[src/rtl/pf_pkg.sv]
package pf_pkg;
  typedef enum logic [1:0] {
    PS_OFF     = 2'd0,
    PS_RECOVER = 2'd1,
    PS_ONLINE  = 2'd2
  } pwr_state_e;

  localparam int N_STATUS = 3;
  localparam int IDX_VLOW = 0;
  localparam int IDX_VSW  = 1;
  localparam int IDX_BATT = 2;
endpackage

[src/rtl/pf_sync_filter.sv]
module pf_sync_filter #(
  parameter int   FILT_LEN = 3,
  parameter logic RST_VAL  = 1'b0
) (
  input  logic clk,
  input  logic rst_n,
  input  logic raw_i,
  output logic filt_o
);
  localparam int CW = $clog2(FILT_LEN + 1);
  localparam logic [CW-1:0] CNT_LAST = CW'(FILT_LEN - 1);

  logic          s1, s2;
  logic [CW-1:0] cnt;

  always_ff @(posedge clk or negedge rst_n) begin
    if (!rst_n) begin
      s1 <= RST_VAL;
      s2 <= RST_VAL;
    end else begin
      s1 <= raw_i;
      s2 <= s1;
    end
  end

  always_ff @(posedge clk or negedge rst_n) begin
    if (!rst_n) begin
      filt_o <= RST_VAL;
      cnt    <= '0;
    end else if (s2 == filt_o) begin
      cnt <= '0;
    end else if (cnt == CNT_LAST) begin
      filt_o <= s2;
      cnt    <= '0;
    end else begin
      cnt <= cnt + 1'b1;
    end
  end


  filt_len_chk: assert property (@(posedge clk) disable iff (!rst_n)
    (filt_o != $past(filt_o)) |-> ($past(cnt) == CNT_LAST && $past(s2) == filt_o));
endmodule

[src/rtl/pf_recovery_timer.sv]
module pf_recovery_timer
  import pf_pkg::*;
#(
  parameter int PRESCALE  = 100000,
  parameter int REC_TICKS = 40
) (
  input  logic       clk,
  input  logic       rst_n,
  input  logic       vlow_i,
  output pwr_state_e state_o,
  output logic       pwrup_o
);
  localparam int PW = $clog2(PRESCALE + 1);
  localparam int TW = $clog2(REC_TICKS + 1);
  localparam logic [PW-1:0] PRE_MAX  = PW'(PRESCALE - 1);
  localparam logic [TW-1:0] TICK_MAX = TW'(REC_TICKS - 1);

  logic [PW-1:0] pre;
  logic [TW-1:0] ticks;

  always_ff @(posedge clk or negedge rst_n) begin
    if (!rst_n) begin
      state_o <= PS_OFF;
      pre     <= '0;
      ticks   <= '0;
    end else begin
      case (state_o)
        PS_OFF: begin
          pre   <= '0;
          ticks <= '0;
          if (!vlow_i) state_o <= PS_RECOVER;
        end
        PS_RECOVER: begin
          if (vlow_i) begin
            state_o <= PS_OFF;
          end else if (pre == PRE_MAX) begin
            pre <= '0;
            if (ticks == TICK_MAX) state_o <= PS_ONLINE;
            else                   ticks   <= ticks + 1'b1;
          end else begin
            pre <= pre + 1'b1;
          end
        end
        PS_ONLINE: begin
          if (vlow_i) state_o <= PS_OFF;
        end
        default: state_o <= PS_OFF;
      endcase
    end
  end

  assign pwrup_o = (state_o == PS_OFF) && !vlow_i;


  full_interval_chk: assert property (@(posedge clk) disable iff (!rst_n)
    (state_o == PS_ONLINE && $past(state_o) == PS_RECOVER) |->
      ($past(pre) == PRE_MAX && $past(ticks) == TICK_MAX && !$past(vlow_i)));


  restart_clear_chk: assert property (@(posedge clk) disable iff (!rst_n)
    (state_o == PS_RECOVER && $past(state_o) != PS_RECOVER) |->
      (pre == '0 && ticks == '0));
endmodule

[src/rtl/pf_batt_flag.sv]
module pf_batt_flag (
  input  logic clk,
  input  logic rst_n,
  input  logic pwrup_i,
  input  logic batt_low_i,
  input  logic wr_act_i,
  output logic bad_o
);
  logic wr_q;

  always_ff @(posedge clk or negedge rst_n) begin
    if (!rst_n) begin
      wr_q  <= 1'b0;
      bad_o <= 1'b0;
    end else begin
      wr_q <= wr_act_i;
      if (pwrup_i)              bad_o <= batt_low_i;
      else if (wr_q && !wr_act_i) bad_o <= 1'b0;
    end
  end


  flag_rise_chk: assert property (@(posedge clk) disable iff (!rst_n)
    $rose(bad_o) |-> $past(pwrup_i && batt_low_i));


  flag_clear_chk: assert property (@(posedge clk) disable iff (!rst_n)
    $fell(bad_o) |-> ($past(pwrup_i) || ($past(wr_q) && !$past(wr_act_i))));
endmodule

[src/rtl/pfail_guard.sv]
module pfail_guard
  import pf_pkg::*;
#(
  parameter int CLK_KHZ  = 100000,
  parameter int REC_MS   = 40,
  parameter int FILT_LEN = 3
) (
  input  logic clk,
  input  logic rst_n,
  input  logic vcc_low_raw,
  input  logic vcc_sw_raw,
  input  logic batt_low_raw,
  input  logic host_ce_n,
  input  logic host_we_n,
  output logic mem_ce_n,
  output logic mem_we_n,
  output logic mem_desel,
  output logic batt_sel,
  output logic recov_busy,
  output logic batt_bad
);
  localparam logic [N_STATUS-1:0] RST_VEC = 3'b011;

  logic [N_STATUS-1:0] raw_vec;
  logic [N_STATUS-1:0] filt_vec;
  pwr_state_e          pstate;
  logic                pwrup;
  logic                wr_act;

  assign raw_vec = {batt_low_raw, vcc_sw_raw, vcc_low_raw};

  for (genvar i = 0; i < N_STATUS; i++) begin : g_filt
    pf_sync_filter #(
      .FILT_LEN (FILT_LEN),
      .RST_VAL  (RST_VEC[i])
    ) u_filt (
      .clk    (clk),
      .rst_n  (rst_n),
      .raw_i  (raw_vec[i]),
      .filt_o (filt_vec[i])
    );
  end

  pf_recovery_timer #(
    .PRESCALE  (CLK_KHZ),
    .REC_TICKS (REC_MS)
  ) u_timer (
    .clk     (clk),
    .rst_n   (rst_n),
    .vlow_i  (filt_vec[IDX_VLOW]),
    .state_o (pstate),
    .pwrup_o (pwrup)
  );

  assign mem_desel  = filt_vec[IDX_VLOW] || (pstate != PS_ONLINE);
  assign recov_busy = (pstate == PS_RECOVER);
  assign batt_sel   = filt_vec[IDX_VSW];
  assign wr_act     = !mem_desel && !host_ce_n && !host_we_n;

  pf_batt_flag u_flag (
    .clk        (clk),
    .rst_n      (rst_n),
    .pwrup_i    (pwrup),
    .batt_low_i (filt_vec[IDX_BATT]),
    .wr_act_i   (wr_act),
    .bad_o      (batt_bad)
  );

  assign mem_ce_n = host_ce_n || mem_desel;
  assign mem_we_n = host_we_n || mem_desel || batt_bad;


  desel_gate_chk: assert property (@(posedge clk) disable iff (!rst_n)
    mem_desel |-> (mem_ce_n && mem_we_n));


  blocked_write_chk: assert property (@(posedge clk) disable iff (!rst_n)
    batt_bad |-> mem_we_n);


  busy_desel_chk: assert property (@(posedge clk) disable iff (!rst_n)
    recov_busy |-> mem_desel);
endmodule

[config.mk]
export PLATFORM = sky130hd
export DESIGN_NAME = pfail_guard
export DESIGN_NICKNAME = d
export VERILOG_FILES = /design/src/rtl/pf_pkg.sv /design/src/rtl/pf_sync_filter.sv /design/src/rtl/pf_recovery_timer.sv /design/src/rtl/pf_batt_flag.sv /design/src/rtl/pfail_guard.sv
export SDC_FILE = /design/constraint.sdc
export NUM_CORES = 1
export LEC_CHECK = 0
export BUFFER_PORTS_ARGS = -buffer_cell sky130_fd_sc_hd__buf_4
export CAP_MARGIN = 30
export CORE_MARGIN = 3
export CORE_UTILIZATION = 35
export DETAILED_ROUTE_END_ITERATION = 8
export SYNTH_ARGS = -nofsm -noshare
export SYNTH_HDL_FRONTEND = slang
export SYNTH_SLANG_ARGS = --single-unit
[constraint.sdc]
create_clock -name clk -period 2.36 [get_ports clk]
set_input_delay 0.354 -clock clk [delete_from_list [all_inputs] [get_ports clk]]
set_output_delay 0.354 -clock clk [all_outputs]
set_load 0.05 [all_outputs]
==> impl_metrics.yaml, run 1 <==
global_route:
  grt_overflow: 0
  grt_max_degree: 43
  antenna_found_initial: 0
  grt_pass1_vias: 1464
  grt_usage: 0.122
  grt_pass1_wl_mm: 6.87
sta:
  rsz0062_at_grt: "no"
  min_period_ns: 2.13
  setup_slack_ns: 0.227
  worst_slew_pin_slew_ns: 0.518
  max_freq_mhz: 469
  finalCritPeriodShare: 0.904
  whs_ns: 0.0252
  hold_viol_final: 0
  fin_worst_skew_ns: 0.00854
  relSlewSlack: 0.655
  finalMaxSlewViolations: 0
  setup_viol: 0
  finalSetupTns_ns: 0
floorplanning:
  die_w_um: 82.9
  die_h_um: 82.9
  die_area_um2: 6870
  fp.coreArea_um2: 5610
  initial_utilization: 0.369
  ioPinCount: 13
  rows: 27
worst_setup_path:
  critPathLaunchType: "flip-flop"
  reg2reg_depth: 5
  criticalPathCategory: "flip-flop to output pin"
  cp_data_arrival_time_ns: 1.78
  crit_start: "u_timer.state_o[0]"
  end_kind: "output pin"
  required_ns: 2.01
  path_max_fanout: 12
  r2r_setup_slack_ns: 0.37
  rr_endpoint: "u_timer.ticks[4]"
  rr_startpoint: "u_timer.pre[5]"
  crit_end: "mem_we_n"
routing:
  firstDrtPassIters: 4
  totalWireLength_mm: 3.82
  ant_nets: 0
  wire_per_inst_um: 13.4
  vias: 1485
  first_iter_violations: 56
  viasPerCell: 5.21
  drc_errors: 0
clock_tree:
  clock_latency_ns: 0.29
  cts_root_buf: "clkbuf_8"
  clock_sinks: 42
  cts-resized-gates: 0
  clk_pin_slew_worst_paths_ns: 0.08
  cts_hold_buf: 0
  htreeDepth: 2
  cts_tree: "yes"
  numCtsBuffers: 5
  cts_setup_buffers: 0
  ctsLongestPathBuffers: 2
synthesis:
  syn_area_um2: 2070
  ys_seq_area_frac: 0.511
  synth-edff-count: 0
  ys.flop_type: "dfrtp_1"
  syn_nets: 205
  yosysUniqueCellTypes: 45
  synthArstFlopShare: 1.00
  yosys_warnings: 0
  synth_cells: 196
  avgSynthCellArea_um2: 10.6
  ys_ff_latch: 42
pwr:
  clkPwrFrac: 0.273
  p_int_uw: 1370
  seq_power_share: 0.473
  peakVddDrop_uv: 455
  power_switching_uw: 689
  switching_share: 0.334
  leakagePower_uw: 0.00101
  power_per_cell_area_nw_per_um2: 876
  power_frac_comb: 0.254
hold_path:
  hold_path.class: "input port to async pin"
placed_design:
  place.detailed.hpwl_mm: 2.69
  gp_congestion: 0.835
  pre_cts_ws_ns: 0.355
  placed_cells: 277
  io_buffers: 12
final_layout:
  stdcell_count: 285
  n_antenna_cell: 0
  syn_to_final_growth_pct: 13.7
  post_route_cells_drive_above_1_share: 0.211
  nNetsFinal: 221
status:
  outcome: "completed"
run:
  maxCapViolCount: 0
[per-layer routing]
metal,vias up,share of wire,GRT usage
li1,733,-,-
met1,724,0.49,0.166
met2,23,0.46,0.182
met3,5,0.040,0.0437
met4,0,0.012,0.0357
met5,-,0,0
[registers in the layout (all words and copies together), names as in the netlist]
signal / cells
g_filt.u_filt.cnt: 6
g_filt.u_filt.filt_o: 3
g_filt.u_filt.s1: 3
g_filt.u_filt.s2: 3
u_flag.bad_o: 1
u_flag.wr_q: 1
u_timer.pre: 17
u_timer.state_o: 2
u_timer.ticks: 6
[synth_stat cells, types with 3 or more instances]
master / instances / area share
o21ai_0: 4 / 0.0097
a21oi_1: 3 / 0.0073
xnor2_1: 6 / 0.025
mux2_2: 4 / 0.022
nor3_1: 9 / 0.022
nand3_1: 14 / 0.034
nor3b_1: 4 / 0.015
clkbuf_1: 3 / 0.0054
a31oi_1: 3 / 0.0091
buf_2: 3 / 0.0073
and3_1: 6 / 0.018
nand4_1: 6 / 0.018
nor2b_1: 4 / 0.012
or3_1: 3 / 0.0091
nor2_1: 21 / 0.038
nand2_1: 18 / 0.033
dfstp_2: 6 / 0.076
dfrtp_1: 36 / 0.44
xor2_1: 9 / 0.038
[cells in the final DEF (no fill, tap or decap), drive strengths merged, types with 2 or more instances in the layout]
| cell | n |
|---|---|
| xnor2 | 6 |
| nor3b | 4 |
| a22o | 4 |
| ha | 2 |
| clkbuf | 6 |
| buf | 17 |
| nand2 | 18 |
| dfrtp | 36 |
| o31ai | 2 |
| nand4b | 2 |
| nand4 | 7 |
| or3 | 3 |
| o21ai | 4 |
| mux2 | 6 |
| nor2 | 21 |
| and3 | 7 |
| a31oi | 3 |
| nor3 | 10 |
| dfstp | 6 |
| nand3 | 15 |
| nor2b | 4 |
| inv | 2 |
| a21oi | 3 |
| xor2 | 9 |
| nor4b | 2 |
[cells by family (layout without fill, tap and decap cells)]
kind of cell,after synthesis,in the layout,share of synthesized area
XOR/XNOR,15,15,0.0635
AND/OR/NAND/NOR,100,100,0.284
adder cells (fa/ha/maj),2,2,0.0121
buffers and inverters,10,27,0.0254
multiplexers,6,6,0.0326
AO/OA/AOI/OAI,21,21,0.0707
flip-flops,42,42,0.511
[worst min-delay path by stage]
| stage | cells after the start | startpoint | slack [ns] | endpoint |
|---|---|---|---|---|
| 5_1_grt | 1 | rst_n | 0.06 | g_filt[1].u_filt.cnt[0] |
| 3_5_place_dp | 0 | g_filt[2].u_filt.s1 | 0.33 | g_filt[2].u_filt.s2 |
| 3_3_place_gp | 0 | g_filt[2].u_filt.s1 | 0.33 | g_filt[2].u_filt.s2 |
| 6_report | 1 | rst_n | 0.03 | u_timer.pre[11] |
| 4_1_cts | 1 | rst_n | 0.05 | u_timer.pre[11] |
| 2_1_floorplan | 0 | rst_n | 0.06 | g_filt[0].u_filt.cnt[0] |
[cell type report]
type	count	area, um2
clock buffers	6	72.6
multi-input cells	144	958
clock inverters	2	37.5
repair buffers	17	128
fillers	568	3260
flip-flops and latches	42	1060
inverters	2	7.51
well taps	72	90.1
[power by group through the flow]
stage	sequential (uW)	combinational (uW)	clock [uW]
2_1_floorplan	979	366	0
3_3_place_gp	985	525	0
6_report	975	524	562
3_5_place_dp	990	534	0
4_1_cts	975	536	587
5_1_grt	998	575	622
[stage by stage]
stage	power [uW]	utilization	instance area [um2]
after floorplan	1340	-	2070
after global placement	1510	0.400	2240
after detailed placement	1520	0.400	2240
after CTS	2100	0.419	2350
after global routing	2200	0.419	2350
final	2060	0.419	2350
[critical path: stages (launching register included)]
cell,delay (ns)
dfrtp_1,0.51
or3b_4,0.47
or3_1,0.31
buf_4,0.19
No activity file was read; power rests on OpenSTA's default activity.
==> run 2, diff against run 1 <==
--- a/config.mk
+++ b/config.mk
@@ -5,11 +5,12 @@
 export SDC_FILE = /design/constraint.sdc
 export NUM_CORES = 1
 export LEC_CHECK = 0
-export BUFFER_PORTS_ARGS = -buffer_cell sky130_fd_sc_hd__buf_4
 export CAP_MARGIN = 30
 export CORE_MARGIN = 3
 export CORE_UTILIZATION = 35
 export DETAILED_ROUTE_END_ITERATION = 8
+export DONT_BUFFER_PORTS = 1
+export PLACE_DENSITY = 0.53
 export SYNTH_ARGS = -nofsm -noshare
 export SYNTH_HDL_FRONTEND = slang
 export SYNTH_SLANG_ARGS = --single-unit
==> run 2 against run 1 <==
  * Total power shrank 5.9%
  * Via count down 2.9%
  * Combinational power fell by 14%
  * Global-route usage is 0.42 points lower
  * Worst hold slack better by 0.025 ns
  * Sequential cell count stayed put
  * Largest power group unchanged
==> impl_metrics.yaml, run 2 (synthesis results as in run 1) <==
status:
  outcome: "completed"
clock_tree:
  clock_latency_ns: 0.29
  htreeDepth: 2
  clk_pin_slew_worst_paths_ns: 0.08
  cts_root_buf: "clkbuf_8"
  ctsLongestPathBuffers: 2
  clock_sinks: 42
  cts-resized-gates: 0
  cts_tree: "yes"
  numCtsBuffers: 5
sta:
  min_period_ns: 2.17
  hold_viol_final: 0
  worst_slew_pin_slew_ns: 0.482
  fin_worst_skew_ns: 0.00373
  relSlewSlack: 0.679
  finalSetupTns_ns: 0
  setup_slack_ns: 0.193
  finalCritPeriodShare: 0.918
  rsz0062_at_grt: "no"
  max_freq_mhz: 461
  setup_viol: 0
  finalMaxSlewViolations: 0
worst_setup_path:
  cp.buffers_inverters: 0
  max_stage_delay_ns: 0.57
  path_max_fanout: 12
  crit_path_cell_trace: "or3b_4, or3_1"
  critPathLaunchType: "flip-flop"
  cp_data_arrival_time_ns: 1.81
  crit_family: "simple AND/OR/NAND/NOR gates"
  end_kind: "output pin"
  crit_slowest_cell: "or3_1"
  required_ns: 2.01
  criticalPathCategory: "flip-flop to output pin"
pwr:
  p_int_uw: 1270
  power_per_cell_area_nw_per_um2: 848
  power_frac_comb: 0.231
  power_switching_uw: 669
  p_total_uw: 1940
  switching_share: 0.345
  peakVddDrop_uv: 409
  leakagePower_uw: 0.000972
  clkPwrFrac: 0.243
  seq_power_share: 0.526
global_route:
  grt_pass1_vias: 1389
  grt_usage: 0.118
  antenna_found_initial: 0
  grt_max_degree: 43
  grt_overflow: 0
  grt_pass1_wl_mm: 6.62
routing:
  vias: 1442
  first_iter_violations: 106
  wire_per_inst_um: 13.5
  firstDrtPassIters: 4
  totalWireLength_mm: 3.75
  ant_nets: 0
  viasPerCell: 5.21
  drc_errors: 0
final_layout:
  nNetsFinal: 213
  seqCellArea_um2: 1060
  largest_reg_flops: 17
  mostFrequentLayoutCell: "dfrtp_1"
  final_cell_mix: "dfrtp_1 (36), nor2_1 (21), nand2_1 (18)"
  n_antenna_cell: 0
  fillCellCount: 580
  post_route_cells_drive_above_1_share: 0.176
  largestRegisters: "u_timer.pre (17), g_filt.u_filt.cnt (6), u_timer.ticks (6)"
  multi_input_area_um2: 958
  top_register: "u_timer.pre"
  syn_to_final_growth_pct: 10.6
floorplanning:
  die_h_um: 82.9
  ioPinCount: 13
  initial_utilization: 0.369
  die_w_um: 82.9
  fp.coreArea_um2: 5610
  die_area_um2: 6870
  rows: 27
placed_design:
  place.detailed.hpwl_mm: 2.60
  gp_congestion: 0.813
  io_buffers: 0
  pre_cts_ws_ns: 0.362
hold_path:
  hold_path.class: "input port to flip-flop"
run:
  maxCapViolCount: 0
run 2: changes by cell type in the layout (fill, tap and decap cells not counted):
| cell | delta |
|---|---|
| buf_12 | +1 |
| buf_4 | -10 |
| bufinv_16 | -1 |
| clkbuf_8 | +1 |
| clkinv_2 | +1 |
| clkinvlp_4 | -1 |
| dlygate4sd3_1 | +1 |
run 2: worst paths after layout:
path	from	to	slack, ns	cells after the start
setup / recovery	g_filt[0].u_filt.filt_o	mem_we_n	0.19	2
max in group asynchronous	rst_n	g_filt[0].u_filt.s2	1.57	2
setup reg to reg	u_timer.pre[5]	u_timer.ticks[4]	0.36	5
hold reg to reg	g_filt[2].u_filt.s1	g_filt[2].u_filt.s2	0.35	0
min in group asynchronous	rst_n	u_timer.ticks[0]	0.53	2
hold / removal	vcc_sw_raw	g_filt[1].u_filt.s1	0.05	0
run 2: metal layers:
metal / GRT usage / share of wire
met1: 0.160 / 0.50
met2: 0.176 / 0.45
met3: 0.0327 / 0.031
met4: 0.0490 / 0.019
met5: 0 / 0
run 2: power by group through the flow:
stage,clock network (uW),logic [uW],registers (uW)
after floorplan,0,366,979
final,471,449,1020
after global placement,0,429,1040
after CTS,498,455,1020
after detailed placement,0,434,1040
after global routing,523,513,1040
run 2: worst reg2reg max path, delay by kind of cell, from the launching register on:
kind,cells,cell delay [ns]
mux,1,0.34
compound gates,1,0.20
simple gates,3,0.86
flops,1,0.49
run 2: cell type report:
cell class	instances	share of cell area
Multi-Input combinational cell	144	0.419
Sequential cell	42	0.463
Inverter	2	0.00328
Tap cell	72	0.0394
Clock inverter	1	0.00219
Clock buffer	7	0.0377
Timing Repair Buffer	9	0.0361
run 2: stage by stage:
stage               area [um2]  std cells  utilization  hold WS [ns]
finish                    2290        277        0.408        0.0497
global route              2290        277        0.408        0.0306
CTS                       2290        277        0.408        0.0364
detailed placement        2170        267        0.386        0.0598
global placement          2170        267        0.386        0.0598
floorplan                 2070        196            -        0.0584
run 2: repair_timing:
item / in CTS / in global routing
hold endpoints to repair: 42 / 0
hold buffers: 2 / 0
buffers inserted: 0 / 0
==> run 3, diff against run 2 <==
--- a/config.mk
+++ b/config.mk
@@ -5,12 +5,12 @@
 export SDC_FILE = /design/constraint.sdc
 export NUM_CORES = 1
 export LEC_CHECK = 0
+export BUFFER_PORTS_ARGS = -buffer_cell sky130_fd_sc_hd__buf_4
 export CAP_MARGIN = 30
 export CORE_MARGIN = 3
 export CORE_UTILIZATION = 35
 export DETAILED_ROUTE_END_ITERATION = 8
-export DONT_BUFFER_PORTS = 1
-export PLACE_DENSITY = 0.53
+export PLACE_DENSITY = 0.55
 export SYNTH_ARGS = -nofsm -noshare
 export SYNTH_HDL_FRONTEND = slang
 export SYNTH_SLANG_ARGS = --single-unit
==> run 3 against run 2 <==
  * Sequential power fell by 7%
  * Worst hold slack got worse by 0.024 ns
  * Clock power up 22%
  * Cell count up 3.2%
  * Critical path depth grew 2
  * Final area rose by 3.1%
  * Routed wire length rose by 2.5%
  * Non-clock buffer count up 9
  * Highest routed layer unchanged
==> impl_metrics.yaml, run 3 (synthesis results as in run 1) <==
routing:
  viasPerCell: 5.04
  vias: 1442
  first_iter_violations: 37
  totalWireLength_mm: 3.84
  ant_nets: 0
  wire_per_inst_um: 13.4
  firstDrtPassIters: 4
  drc_errors: 0
sta:
  setup_viol: 0
  finalSetupTns_ns: 0
  rsz0062_at_grt: "no"
  finalCritPeriodShare: 0.904
  finalMaxSlewViolations: 0
  max_freq_mhz: 469
  hold_viol_final: 0
  worst_slew_pin_slew_ns: 0.522
  relSlewSlack: 0.652
  fin_worst_skew_ns: 0.00593
  min_period_ns: 2.13
clock_tree:
  cts_root_buf: "clkbuf_8"
  htreeDepth: 2
  clock_latency_ns: 0.30
  cts_setup_buffers: 0
  cts-resized-gates: 0
  clk_pin_slew_worst_paths_ns: 0.08
  numCtsBuffers: 5
  cts_hold_buf: 0
  cts_tree: "yes"
  clock_sinks: 42
  ctsLongestPathBuffers: 2
floorplanning:
  die_area_um2: 6870
  rows: 27
  ioPinCount: 13
  die_h_um: 82.9
  initial_utilization: 0.369
  die_w_um: 82.9
  fp.coreArea_um2: 5610
global_route:
  grt_overflow: 0
  grt_pass1_wl_mm: 6.87
  antenna_found_initial: 0
  grt_usage: 0.121
  grt_pass1_vias: 1464
  grt_max_degree: 43
worst_setup_path:
  cp_data_arrival_time_ns: 1.78
  required_ns: 2.01
  reg2reg_depth: 5
  critPathLaunchType: "flip-flop"
  criticalPathCategory: "flip-flop to output pin"
  end_kind: "output pin"
  path_max_fanout: 9
  r2r_setup_slack_ns: 0.35
status:
  outcome: "completed"
pwr:
  power_per_cell_area_nw_per_um2: 885
  leakagePower_uw: 0.00101
  peakVddDrop_uv: 566
hold_path:
  hold_path.class: "input port to async pin"
final_layout:
  largestRegisters: "u_timer.pre (17), g_filt.u_filt.cnt (6), u_timer.ticks (6)"
  n_antenna_cell: 0
  nNetsFinal: 222
  largest_reg_flops: 17
  post_route_cells_drive_above_1_share: 0.215
  top_register: "u_timer.pre"
  fillCellCount: 573
  fin_util: 0.421
  stdcell_count: 286
  mostFrequentLayoutCell: "dfrtp_1"
  final_cell_mix: "dfrtp_1 (36), nor2_1 (21), nand2_1 (18), buf_4 (18), nand3_1 (14)"
  syn_to_final_growth_pct: 14.0
placed_design:
  placed_cells: 278
  io_buffers: 12
  place.detailed.hpwl_mm: 2.64
  gp_congestion: 0.783
run:
  maxCapViolCount: 0
## run 3: area by class of cell
cell class | count | area, um2 | share of cell area
clock inverter | 2 | 37.5 | 0.0159
inverter | 2 | 7.51 | 0.00318
tap | 72 | 90.1 | 0.0382
timing repair buffer | 18 | 135 | 0.0573
clock buffer | 6 | 72.6 | 0.0308
multi-input combinational | 144 | 958 | 0.406
sequential | 42 | 1060 | 0.449
## run 3: layer usage
metal | vias to the layer above | global-route usage | wire length, um
met3 | 4 | 0.0367 | 176
li1 | 728 | - | -
met4 | 0 | 0.0446 | 51
met5 | - | 0 | 0
met1 | 688 | 0.159 | 1860
met2 | 22 | 0.189 | 1760
## run 3: metrics by stage
stage	worst slack, ns	total power, uW	hold WS, ns	cell area, um2
6_report	0.227	2090	0.0259	2360
2_1_floorplan	0.449	1340	0.0584	2070
3_3_place_gp	0.389	1530	0.333	2250
3_5_place_dp	0.343	1540	0.339	2250
5_1_grt	0.153	2220	0.0646	2360
4_1_cts	0.219	2120	0.0504	2360
## run 3: worst max-delay path, cell delays in order, from the launching register on
cell and delay, ns:
dfrtp_1 0.39, buf_4 0.17, or3b_4 0.42, or3_1 0.31, buf_4 0.19
## run 3: path summary, 6_finish.rpt
path	start	to
max reg2reg	u_timer.pre[5]	u_timer.ticks[0]
min in group clk	batt_low_raw	g_filt[2].u_filt.s1
max in group asynchronous	rst_n	g_filt[1].u_filt.filt_o
max	u_timer.state_o[0]	mem_we_n
min	rst_n	g_filt[2].u_filt.cnt[1]
min reg2reg	g_filt[2].u_filt.s1	g_filt[2].u_filt.s2
## run 3: report_power, final
part / internal, uW / switching, uW
logic: 224 / 339
clock network: 316 / 258
registers: 845 / 108
total: 1380 / 705
